### src/rtl/pwr_trig_pkg.sv
package pwr_trig_pkg;

  localparam int NTRIG   = 16;
  localparam int TIDX_W  = $clog2(NTRIG);
  localparam int NSTATE  = 7;

  typedef enum logic [2:0] {
    PS_STANDBY = 3'd0,
    PS_ACTIVE  = 3'd1,
    PS_RETAIN  = 3'd2,
    PS_SAFE    = 3'd3,
    PS_RECOVER = 3'd4,
    PS_LPSTBY  = 3'd5,
    PS_HALT    = 3'd6
  } pst_e;

  typedef enum logic [3:0] {
    SQ_NONE         = 4'd0,
    SQ_SAFE_SEVERE  = 4'd1,
    SQ_SAFE_PLAIN   = 4'd2,
    SQ_SAFE_ORDERLY = 4'd3,
    SQ_TO_STANDBY   = 4'd4,
    SQ_WARM         = 4'd5,
    SQ_BIST         = 4'd6,
    SQ_CRC          = 4'd7,
    SQ_TO_ACTIVE    = 4'd8,
    SQ_TO_RETAIN    = 4'd9
  } seq_e;

  // trigger slots, lower index = higher rank
  localparam logic [TIDX_W-1:0] TI_IMM     = 4'd0;
  localparam logic [TIDX_W-1:0] TI_PWRERR  = 4'd1;
  localparam logic [TIDX_W-1:0] TI_ORDERLY = 4'd2;
  localparam logic [TIDX_W-1:0] TI_OFF     = 4'd3;
  localparam logic [TIDX_W-1:0] TI_WDOG    = 4'd4;
  localparam logic [TIDX_W-1:0] TI_CPUERR  = 4'd5;
  localparam logic [TIDX_W-1:0] TI_SW1     = 4'd6;
  localparam logic [TIDX_W-1:0] TI_SW2     = 4'd7;
  localparam logic [TIDX_W-1:0] TI_ON      = 4'd8;
  localparam logic [TIDX_W-1:0] TI_WAKE    = 4'd9;
  localparam logic [TIDX_W-1:0] TI_SLP11   = 4'd10;
  localparam logic [TIDX_W-1:0] TI_SLP01   = 4'd11;
  localparam logic [TIDX_W-1:0] TI_SLP00   = 4'd12;
  localparam logic [TIDX_W-1:0] TI_SLP10   = 4'd13;
  localparam logic [TIDX_W-1:0] TI_SW0     = 4'd14;
  localparam logic [TIDX_W-1:0] TI_SW3     = 4'd15;

  // legal-source masks, bit position = state code
  localparam logic [NSTATE-1:0] SRC_SAR = 7'b0000111;
  localparam logic [NSTATE-1:0] SRC_A   = 7'b0000010;
  localparam logic [NSTATE-1:0] SRC_AR  = 7'b0000110;
  localparam logic [NSTATE-1:0] SRC_SA  = 7'b0000011;

  typedef struct packed {
    logic [NSTATE-1:0] src;
    pst_e              dest;
    logic              imm;
    logic              reent;
    logic              nochg;
    logic              lp_alt;
    seq_e              seq;
  } tent_t;

  function automatic tent_t tent(input logic [TIDX_W-1:0] i);
    tent_t e;
    e.src    = '0;
    e.dest   = PS_STANDBY;
    e.imm    = 1'b0;
    e.reent  = 1'b0;
    e.nochg  = 1'b0;
    e.lp_alt = 1'b0;
    e.seq    = SQ_NONE;
    case (i)
      TI_IMM:     begin e.src = SRC_SAR; e.dest = PS_SAFE; e.imm = 1'b1; e.seq = SQ_SAFE_SEVERE;  end
      TI_PWRERR:  begin e.src = SRC_SAR; e.dest = PS_SAFE; e.imm = 1'b1; e.seq = SQ_SAFE_PLAIN;   end
      TI_ORDERLY: begin e.src = SRC_SAR; e.dest = PS_SAFE; e.imm = 1'b1; e.seq = SQ_SAFE_ORDERLY; end
      TI_OFF:     begin e.src = SRC_SAR; e.dest = PS_STANDBY; e.seq = SQ_TO_STANDBY; end
      TI_WDOG,
      TI_CPUERR:  begin e.src = SRC_A; e.dest = PS_ACTIVE; e.reent = 1'b1; e.seq = SQ_WARM; end
      TI_SW1:     begin e.src = SRC_A; e.reent = 1'b1; e.nochg = 1'b1; e.seq = SQ_BIST; end
      TI_SW2:     begin e.src = SRC_A; e.reent = 1'b1; e.nochg = 1'b1; e.seq = SQ_CRC;  end
      TI_ON,
      TI_WAKE,
      TI_SLP11:   begin e.src = SRC_SAR; e.dest = PS_ACTIVE; e.seq = SQ_TO_ACTIVE; end
      TI_SLP01:   begin e.src = SRC_AR; e.nochg = 1'b1; end
      TI_SLP00,
      TI_SLP10:   begin e.src = SRC_A; e.dest = PS_RETAIN; e.seq = SQ_TO_RETAIN; end
      TI_SW0:     begin e.src = SRC_SA; e.dest = PS_STANDBY; e.lp_alt = 1'b1; e.seq = SQ_TO_STANDBY; end
      TI_SW3:     begin e.src = SRC_A; e.nochg = 1'b1; end
      default:    begin e.src = '0; end
    endcase
    return e;
  endfunction

endpackage

### src/rtl/pwr_trig_capture.sv
module pwr_trig_capture
  import pwr_trig_pkg::*;
#(
  parameter int NSW = 4
) (
  input  logic              clk,
  input  logic              rst_n,
  input  logic              imm_shdn,
  input  logic              pwr_err,
  input  logic              ord_shdn,
  input  logic              off_req,
  input  logic              wdog_err,
  input  logic              cpu_err,
  input  logic              on_req,
  input  logic              wake_pin,
  input  logic              slp1_pin,
  input  logic              slp2_pin,
  input  logic              slp1_reg,
  input  logic              slp2_reg,
  input  logic [NSW-1:0]    sw_set,
  input  logic [NSW-1:0]    sw_clr,
  output logic [NTRIG-1:0]  trig,
  output logic [NSW-1:0]    sw_pend
);

  logic           wake_q;
  logic [NSW-1:0] pend_q, pend_d;
  logic           slp1, slp2, wake_rise;

  assign slp1      = slp1_pin | slp1_reg;
  assign slp2      = slp2_pin | slp2_reg;
  assign wake_rise = wake_pin & ~wake_q;

  // a new set wins over a clear in the same cycle
  always_comb begin
    pend_d = (pend_q & ~sw_clr) | sw_set;
  end

  always_ff @(posedge clk or negedge rst_n) begin
    if (!rst_n) begin
      wake_q <= 1'b0;
      pend_q <= '0;
    end else begin
      wake_q <= wake_pin;
      pend_q <= pend_d;
    end
  end

  always_comb begin
    trig             = '0;
    trig[TI_IMM]     = imm_shdn;
    trig[TI_PWRERR]  = pwr_err;
    trig[TI_ORDERLY] = ord_shdn;
    trig[TI_OFF]     = off_req;
    trig[TI_WDOG]    = wdog_err;
    trig[TI_CPUERR]  = cpu_err;
    trig[TI_SW1]     = pend_q[1];
    trig[TI_SW2]     = pend_q[2];
    trig[TI_ON]      = on_req;
    trig[TI_WAKE]    = wake_rise;
    trig[TI_SLP11]   = slp1 & slp2;
    trig[TI_SLP01]   = ~slp1 & slp2;
    trig[TI_SLP00]   = ~slp1 & ~slp2;
    trig[TI_SLP10]   = slp1 & ~slp2;
    trig[TI_SW0]     = pend_q[0];
    trig[TI_SW3]     = pend_q[3];
  end

  assign sw_pend = pend_q;

  AST_PEND_HOLD: assert property (@(posedge clk) disable iff (!rst_n)
    1'b1 |=> ((($past(pend_q) & ~$past(sw_clr)) & ~pend_q) == '0)) else $error("pending bit lost");

endmodule

### src/rtl/pwr_trig_arbiter.sv
module pwr_trig_arbiter
  import pwr_trig_pkg::*;
(
  input  logic [NTRIG-1:0]  trig,
  input  pst_e              cur,
  input  logic              busy,
  input  logic              lp_sel,
  output logic              hit,
  output logic [TIDX_W-1:0] idx,
  output pst_e              dest,
  output seq_e              seq,
  output logic              nochg
);

  logic [NTRIG-1:0] valid;
  logic [NTRIG-1:0] nochg_a;
  pst_e             edest [NTRIG];
  seq_e             seq_a [NTRIG];

  for (genvar gi = 0; gi < NTRIG; gi++) begin : g_ent
    localparam tent_t ENT = tent(TIDX_W'(gi));
    assign edest[gi]   = (ENT.lp_alt && lp_sel) ? PS_LPSTBY : ENT.dest;
    assign seq_a[gi]   = ENT.seq;
    assign nochg_a[gi] = ENT.nochg;
    assign valid[gi]   = trig[gi]
                       & ENT.src[cur]
                       & (ENT.reent | ENT.nochg | (edest[gi] != cur))
                       & (~busy | ENT.imm);
  end

  // fixed rank: the lowest index among legal triggers wins
  always_comb begin
    hit = 1'b0;
    idx = '0;
    for (int i = NTRIG - 1; i >= 0; i--) begin
      if (valid[i]) begin
        hit = 1'b1;
        idx = TIDX_W'(i);
      end
    end
  end

  assign dest  = edest[idx];
  assign seq   = seq_a[idx];
  assign nochg = nochg_a[idx];

endmodule

### src/rtl/pwr_trig_recov.sv
module pwr_trig_recov #(
  parameter int RCNT_W = 4
) (
  input  logic              clk,
  input  logic              rst_n,
  input  logic              inc,
  input  logic [RCNT_W-1:0] limit,
  output logic              reach
);

  localparam logic [RCNT_W-1:0] CNT_MAX = '1;

  logic [RCNT_W-1:0] cnt_q, cnt_d;

  always_comb begin
    cnt_d = (cnt_q == CNT_MAX) ? cnt_q : cnt_q + 1'b1;
  end

  assign reach = (cnt_d >= limit);

  always_ff @(posedge clk or negedge rst_n) begin
    if (!rst_n) begin
      cnt_q <= '0;
    end else if (inc) begin
      cnt_q <= cnt_d;
    end
  end

endmodule

### src/rtl/pwr_trig_ctrl.sv
module pwr_trig_ctrl
  import pwr_trig_pkg::*;
#(
  parameter int RCNT_W = 4,
  localparam int NSW   = 4,
  localparam int SQ_W  = $bits(seq_e),
  localparam int ST_W  = $bits(pst_e)
) (
  input  logic              clk,
  input  logic              rst_n,
  input  logic              imm_shdn,
  input  logic              pwr_err,
  input  logic              ord_shdn,
  input  logic              off_req,
  input  logic              wdog_err,
  input  logic              cpu_err,
  input  logic              on_req,
  input  logic              wake_pin,
  input  logic              slp1_pin,
  input  logic              slp2_pin,
  input  logic              slp1_reg,
  input  logic              slp2_reg,
  input  logic [NSW-1:0]    sw_set,
  input  logic              lp_sel,
  input  logic [RCNT_W-1:0] recov_limit,
  input  logic              seq_done,
  output logic              seq_start,
  output logic [SQ_W-1:0]   seq_id,
  output logic              seq_busy,
  output logic [ST_W-1:0]   pwr_state,
  output logic              upd_prep,
  output logic [NSW-1:0]    sw_pend
);

  // reset: asserted at once, released after two clocks
  logic [1:0] rsync_q;
  logic       rst_i_n;

  always_ff @(posedge clk or negedge rst_n) begin
    if (!rst_n) rsync_q <= '0;
    else        rsync_q <= {rsync_q[0], 1'b1};
  end
  assign rst_i_n = rsync_q[1];

  logic [NTRIG-1:0]  trig;
  logic [NSW-1:0]    sw_clr;
  logic              hit, a_nochg, rec_inc, rec_reach;
  logic [TIDX_W-1:0] a_idx;
  pst_e              a_dest;
  seq_e              a_seq;

  pst_e st_q, st_d;
  seq_e id_q, id_d;
  logic busy_q, busy_d, start_q, start_d, upd_q, upd_d;

  pwr_trig_capture #(.NSW(NSW)) u_cap (
    .clk      (clk),
    .rst_n    (rst_i_n),
    .imm_shdn (imm_shdn),
    .pwr_err  (pwr_err),
    .ord_shdn (ord_shdn),
    .off_req  (off_req),
    .wdog_err (wdog_err),
    .cpu_err  (cpu_err),
    .on_req   (on_req),
    .wake_pin (wake_pin),
    .slp1_pin (slp1_pin),
    .slp2_pin (slp2_pin),
    .slp1_reg (slp1_reg),
    .slp2_reg (slp2_reg),
    .sw_set   (sw_set),
    .sw_clr   (sw_clr),
    .trig     (trig),
    .sw_pend  (sw_pend)
  );

  pwr_trig_arbiter u_arb (
    .trig   (trig),
    .cur    (st_q),
    .busy   (busy_q),
    .lp_sel (lp_sel),
    .hit    (hit),
    .idx    (a_idx),
    .dest   (a_dest),
    .seq    (a_seq),
    .nochg  (a_nochg)
  );

  pwr_trig_recov #(.RCNT_W(RCNT_W)) u_rec (
    .clk   (clk),
    .rst_n (rst_i_n),
    .inc   (rec_inc),
    .limit (recov_limit),
    .reach (rec_reach)
  );

  // software bits are consumed in the cycle they are accepted
  assign sw_clr[0] = hit && (a_idx == TI_SW0);
  assign sw_clr[1] = hit && (a_idx == TI_SW1);
  assign sw_clr[2] = hit && (a_idx == TI_SW2);
  assign sw_clr[3] = hit && (a_idx == TI_SW3);

  always_comb begin
    st_d    = st_q;
    id_d    = id_q;
    busy_d  = busy_q;
    start_d = 1'b0;
    upd_d   = upd_q;
    rec_inc = 1'b0;
    if (hit) begin
      st_d = a_nochg ? st_q : a_dest;
      if (a_seq != SQ_NONE) begin
        start_d = 1'b1;
        id_d    = a_seq;
        busy_d  = 1'b1;
      end
      if (a_idx == TI_SW3) upd_d = 1'b1;
    end else if (busy_q && seq_done) begin
      busy_d = 1'b0;
      if (st_q == PS_SAFE) st_d = PS_RECOVER;
    end else if (st_q == PS_RECOVER) begin
      rec_inc = 1'b1;
      st_d    = rec_reach ? PS_HALT : PS_STANDBY;
    end
  end

  always_ff @(posedge clk or negedge rst_i_n) begin
    if (!rst_i_n) begin
      st_q    <= PS_STANDBY;
      id_q    <= SQ_NONE;
      busy_q  <= 1'b0;
      start_q <= 1'b0;
      upd_q   <= 1'b0;
    end else begin
      st_q    <= st_d;
      id_q    <= id_d;
      busy_q  <= busy_d;
      start_q <= start_d;
      upd_q   <= upd_d;
    end
  end

  assign seq_start = start_q;
  assign seq_id    = id_q;
  assign seq_busy  = busy_q;
  assign pwr_state = st_q;
  assign upd_prep  = upd_q;

  AST_BUSY_FROM_START: assert property (@(posedge clk) disable iff (!rst_i_n)
    $rose(busy_q) |-> start_q) else $error("busy without start");
  AST_ABORT_TO_SAFE: assert property (@(posedge clk) disable iff (!rst_i_n)
    (start_q && $past(busy_q)) |-> (st_q == PS_SAFE)) else $error("non-shutdown start while busy");
  AST_SAFE_ENTRY_START: assert property (@(posedge clk) disable iff (!rst_i_n)
    (st_q == PS_SAFE && $past(st_q) != PS_SAFE) |-> start_q) else $error("SAFE without sequence");
  AST_RECOVER_EXIT: assert property (@(posedge clk) disable iff (!rst_i_n)
    (st_q == PS_RECOVER) |=> (st_q == PS_HALT || st_q == PS_STANDBY)) else $error("recovery exit");
  AST_HALT_STICKY: assert property (@(posedge clk) disable iff (!rst_i_n)
    (st_q == PS_HALT) |=> (st_q == PS_HALT && !start_q)) else $error("left HALTED");
  AST_LPSTBY_STICKY: assert property (@(posedge clk) disable iff (!rst_i_n)
    (st_q == PS_LPSTBY && !busy_q) |=> (st_q == PS_LPSTBY && !start_q)) else $error("left LP_STANDBY");
  AST_SW3_SETS_UPD: assert property (@(posedge clk) disable iff (!rst_i_n)
    $fell(sw_pend[3]) |-> upd_q) else $error("update bit consumed without flag");

endmodule

### config.mk
export PLATFORM = sky130hd
export DESIGN_NAME = pwr_trig_ctrl
export DESIGN_NICKNAME = d
export VERILOG_FILES = /design/src/rtl/pwr_trig_pkg.sv /design/src/rtl/pwr_trig_capture.sv /design/src/rtl/pwr_trig_arbiter.sv /design/src/rtl/pwr_trig_recov.sv /design/src/rtl/pwr_trig_ctrl.sv
export SDC_FILE = /design/constraint.sdc
export NUM_CORES = 1
export LEC_CHECK = 0
export CAP_MARGIN = 10
export CORE_ASPECT_RATIO = 0.5
export CORE_MARGIN = 2
export CORE_UTILIZATION = 50
export CTS_BUF_LIST = sky130_fd_sc_hd__clkbuf_8
export DETAILED_ROUTE_END_ITERATION = 6
export HOLD_SLACK_MARGIN = 0.06
export PLACE_DENSITY = 0.78
export SLEW_MARGIN = 20
export SYNTH_ARGS = -nofsm -noshare
export SYNTH_HDL_FRONTEND = slang
export SYNTH_HIERARCHICAL = 1
export SYNTH_SLANG_ARGS = --single-unit
### constraint.sdc
create_clock -name clk -period 0.8 [get_ports clk]
set_input_delay 0.16 -clock clk [delete_from_list [all_inputs] [get_ports clk]]
set_output_delay 0.16 -clock clk [all_outputs]
set_load 0.02 [all_outputs]
==> results.txt <==
Rows = 15
1st-iter DRT viols = 257
Setup CP Type = in2reg
period utilisation layout = 452.5%
Hold Vio Cnt, Final = 0
Synth Area in Simple Gates = 26.01%
DIE AREA = 4041 sq um
CP Data Arrival Time = 3.78 ns
outcome = complete, but fails checks
vias = 2409
EDFF count, synth = 0
Post-synth top flop = dfrtp_1
reg2reg end = seq_busy
most common cell after layout, fill and taps aside = buf_4
post-synthesis compound-gate area fraction = 20.97%
Critical Path RT = 0.96 ns
Max IR drop VDD = 3286 uV
syn nets = 245
Clock transition at path regs = 0.09 ns
Post-Syn Area = 1760 sq um
WL final = 8744 um
worst setup path startpoint = wake_pin
Worst setup EP type = register
setup ws final = -2.820 ns
antenna fix cells = 0
combinational family with the most area after synthesis = simple AND/OR/NAND/NOR gates
top cells by area, synth = dfrtp_1 (30%), ha_1 (8.5%), buf_4 (5.1%)
Hold WC Path Type = reg2async
RR Startpoint = u_cap/wake_q
residual DRC count = 0
total CTS buffers = 3
Adder-Cell Fraction of Synth Area = 8.529%
xor-xnor portion of the synthesized cell area = 0.9950%
Layout area overhead = 81.88%
H-tree lvl count = 1
mux cell area share after synthesis = 4.833%
IO Pins = 38
final setup TNS = -46.96 ns
Pleak = 1.440 nW
Min Hold Slack = 0.2117 ns
total gr overflow = 0
share of the synthesized area in the top cell type = 29.85%
async set-reset flop share out of synthesis = 100.0%
initial antenna violation count = 0
CTS tree = yes
PortBufs = 37
initial core utilization = 51.82%
total track usage = 36.61%
vias in the first global route = 2277
fmax = 0.2762 GHz
Final Critical Period = 3.620 ns
Overall Power = 14.61 mW
reg-to-reg slack, setup = -2.80 ns
post-synth cell types = 55
NumNets Final = 366
failing checks = negative setup slack
slew margin rel. = 49.92%
Sink Count = 21
Synth Area per Inst = 8.423 sq um
wire length per cell = 23.01 um
largest net degree at the start of global routing = 20
sequential cell area fraction in the yosys report = 29.85%
worst-path fanout max = 3
clock root buffer = clkbuf_8
Tightest Pin Transition = 0.7496 ns
CTS max path bufs = 2
clk_skew = 0.01411 ns
pwr dens = 4563 nW/um^2
filler cell count = 94
layout cells sized above 1 = 55.02%
max cap viols = 0
unrepaired setup endpoints after global routing = true
Worst Setup Start Kind = input pin
Final GP Congestion = 0.9835
post-route ant nets = 0
Final setup viols = 32
commonest non-fill, non-tap cells in the layout = buf_4 (71), buf_6 (34), clkdlybuf4s50_1 (23)
Vias/cell = 6.339
Final HPWL DP = 3908 um
Cells after Synth = 209
Yosys top cell by area = dfrtp_1
Die W = 87.92 um
Worst R2R Path Depth = 14
First-pass DRT Iterations = 6
Die Ht = 45.96 um
first-pass GRT wire length = 10780 um
Seq cells post-synth = 21
Clk Latency, worst-skew pair = 0.28 ns
final core utilization = 94.25%
Slew Limit Fails = 0
Synthesis Warnings = 6
CORE AREA = 3397 sq um
==> stage by stage <==
step | cell area (sq um) | instances | setup WS, ns
2_1_floorplan | 1824 | 209 | -2.286
3_3_place_gp | 2606 | 343 | -2.266
3_5_place_dp | 2606 | 343 | -2.430
4_1_cts | 3004 | 369 | -2.298
5_1_grt | 3202 | 380 | -2.968
6_report | 3202 | 380 | -2.820
==> report_power, final <==
group / leakage [nW] / internal, mW / total (mW) / switching, mW
Sequential: 0.245 / 1.38 / 1.68 / 0.297
Combinational: 1.17 / 5.95 / 12.2 / 6.23
Clock: 0.0255 / 0.349 / 0.761 / 0.411
Total: 1.44 / 7.68 / 14.6 / 6.93
==> cells by family after synthesis <==
kind of cell,count (synthesis)
simple gates,88
compound gates,50
buf+inv,28
flops,21
fa+ha+maj,12
mux,7
xor+xnor,2
other cells,1
==> worst max-delay path, cell delays in order <==
cell,delay (ns)
clkdlybuf4s50_1,0.50
nor2b_1,0.39
nor3b_1,0.68
a21oi_1,0.16
nor3_2,0.21
or4_4,0.18
o211ai_4,0.08
o21ai_4,0.10
buf_4,0.16
ha_4,0.12
nor2_2,0.04
o21a_1,0.21
o41ai_4,0.45
inv_2,0.10
o22a_1,0.23
==> cell usage after synthesis, types with 2 or more instances <==
cell and n:
a211oi_1 2, a21o_1 4, a21oi_1 10, a221oi_1 2, a311oi_1 2, buf_4 12
dfrtp_1 21, ha_1 12, inv_1 12, inv_2 3, mux2_2 4, mux2_4 2
nand2_1 23, nand2_2 2, nand2b_1 7, nand3_1 4, nand4_1 4, nor2_1 23
nor3_1 9, nor3b_1 2, o211ai_1 2, o21a_1 2, o21ai_0 9, o21ai_1 3
or2_2 2, xnor2_1 2
==> what timing repair did <==
item	in CTS	in global routing
endpoints found under the hold margin	2	0
hold buffers	1	0
pin swaps	21	24
endpoints found under the setup margin	32	32
gates cloned	0	0
buffers inserted	23	16
resized for setup	126	36
==> cell type report <==
cell class	instances	area, sq um	area share (%)
clock buffer	3	41.29	1.290
clock inverter	1	5.005	0.1563
inverter	15	58.81	1.837
multi-input combinational	160	1348	42.09
sequential	21	529.3	16.53
tap	51	63.81	1.993
timing repair buffer	129	1156	36.11
==> sequential cells by signal, indices dropped and copies added, names as in the netlist <==
| signal | flops |
|---|---|
| pwr_state | 3 |
| rsync_q | 2 |
| seq_busy | 1 |
| seq_id | 4 |
| seq_start | 1 |
| u_cap/sw_pend | 4 |
| u_cap/wake_q | 1 |
| u_rec/cnt_q | 4 |
| upd_prep | 1 |
==> how the worst max path moves through the flow <==
stage / endpoint / slack (ns) / depth (start not counted)
after floorplan: seq_busy / -2.29 / 15
after global placement: seq_id[1] / -2.27 / 14
after detailed placement: seq_id[1] / -2.43 / 14
after CTS: seq_busy / -2.30 / 14
after global routing: seq_busy / -2.97 / 15
final: seq_busy / -2.82 / 15
==> metal layers <==
layer  wire length, um  GRT usage, %
met1              3199         39.69
met2              3688         64.09
met3              1073         10.14
met4               783         25.85
met5                 0             0
(Power assumes the default switching activity.)
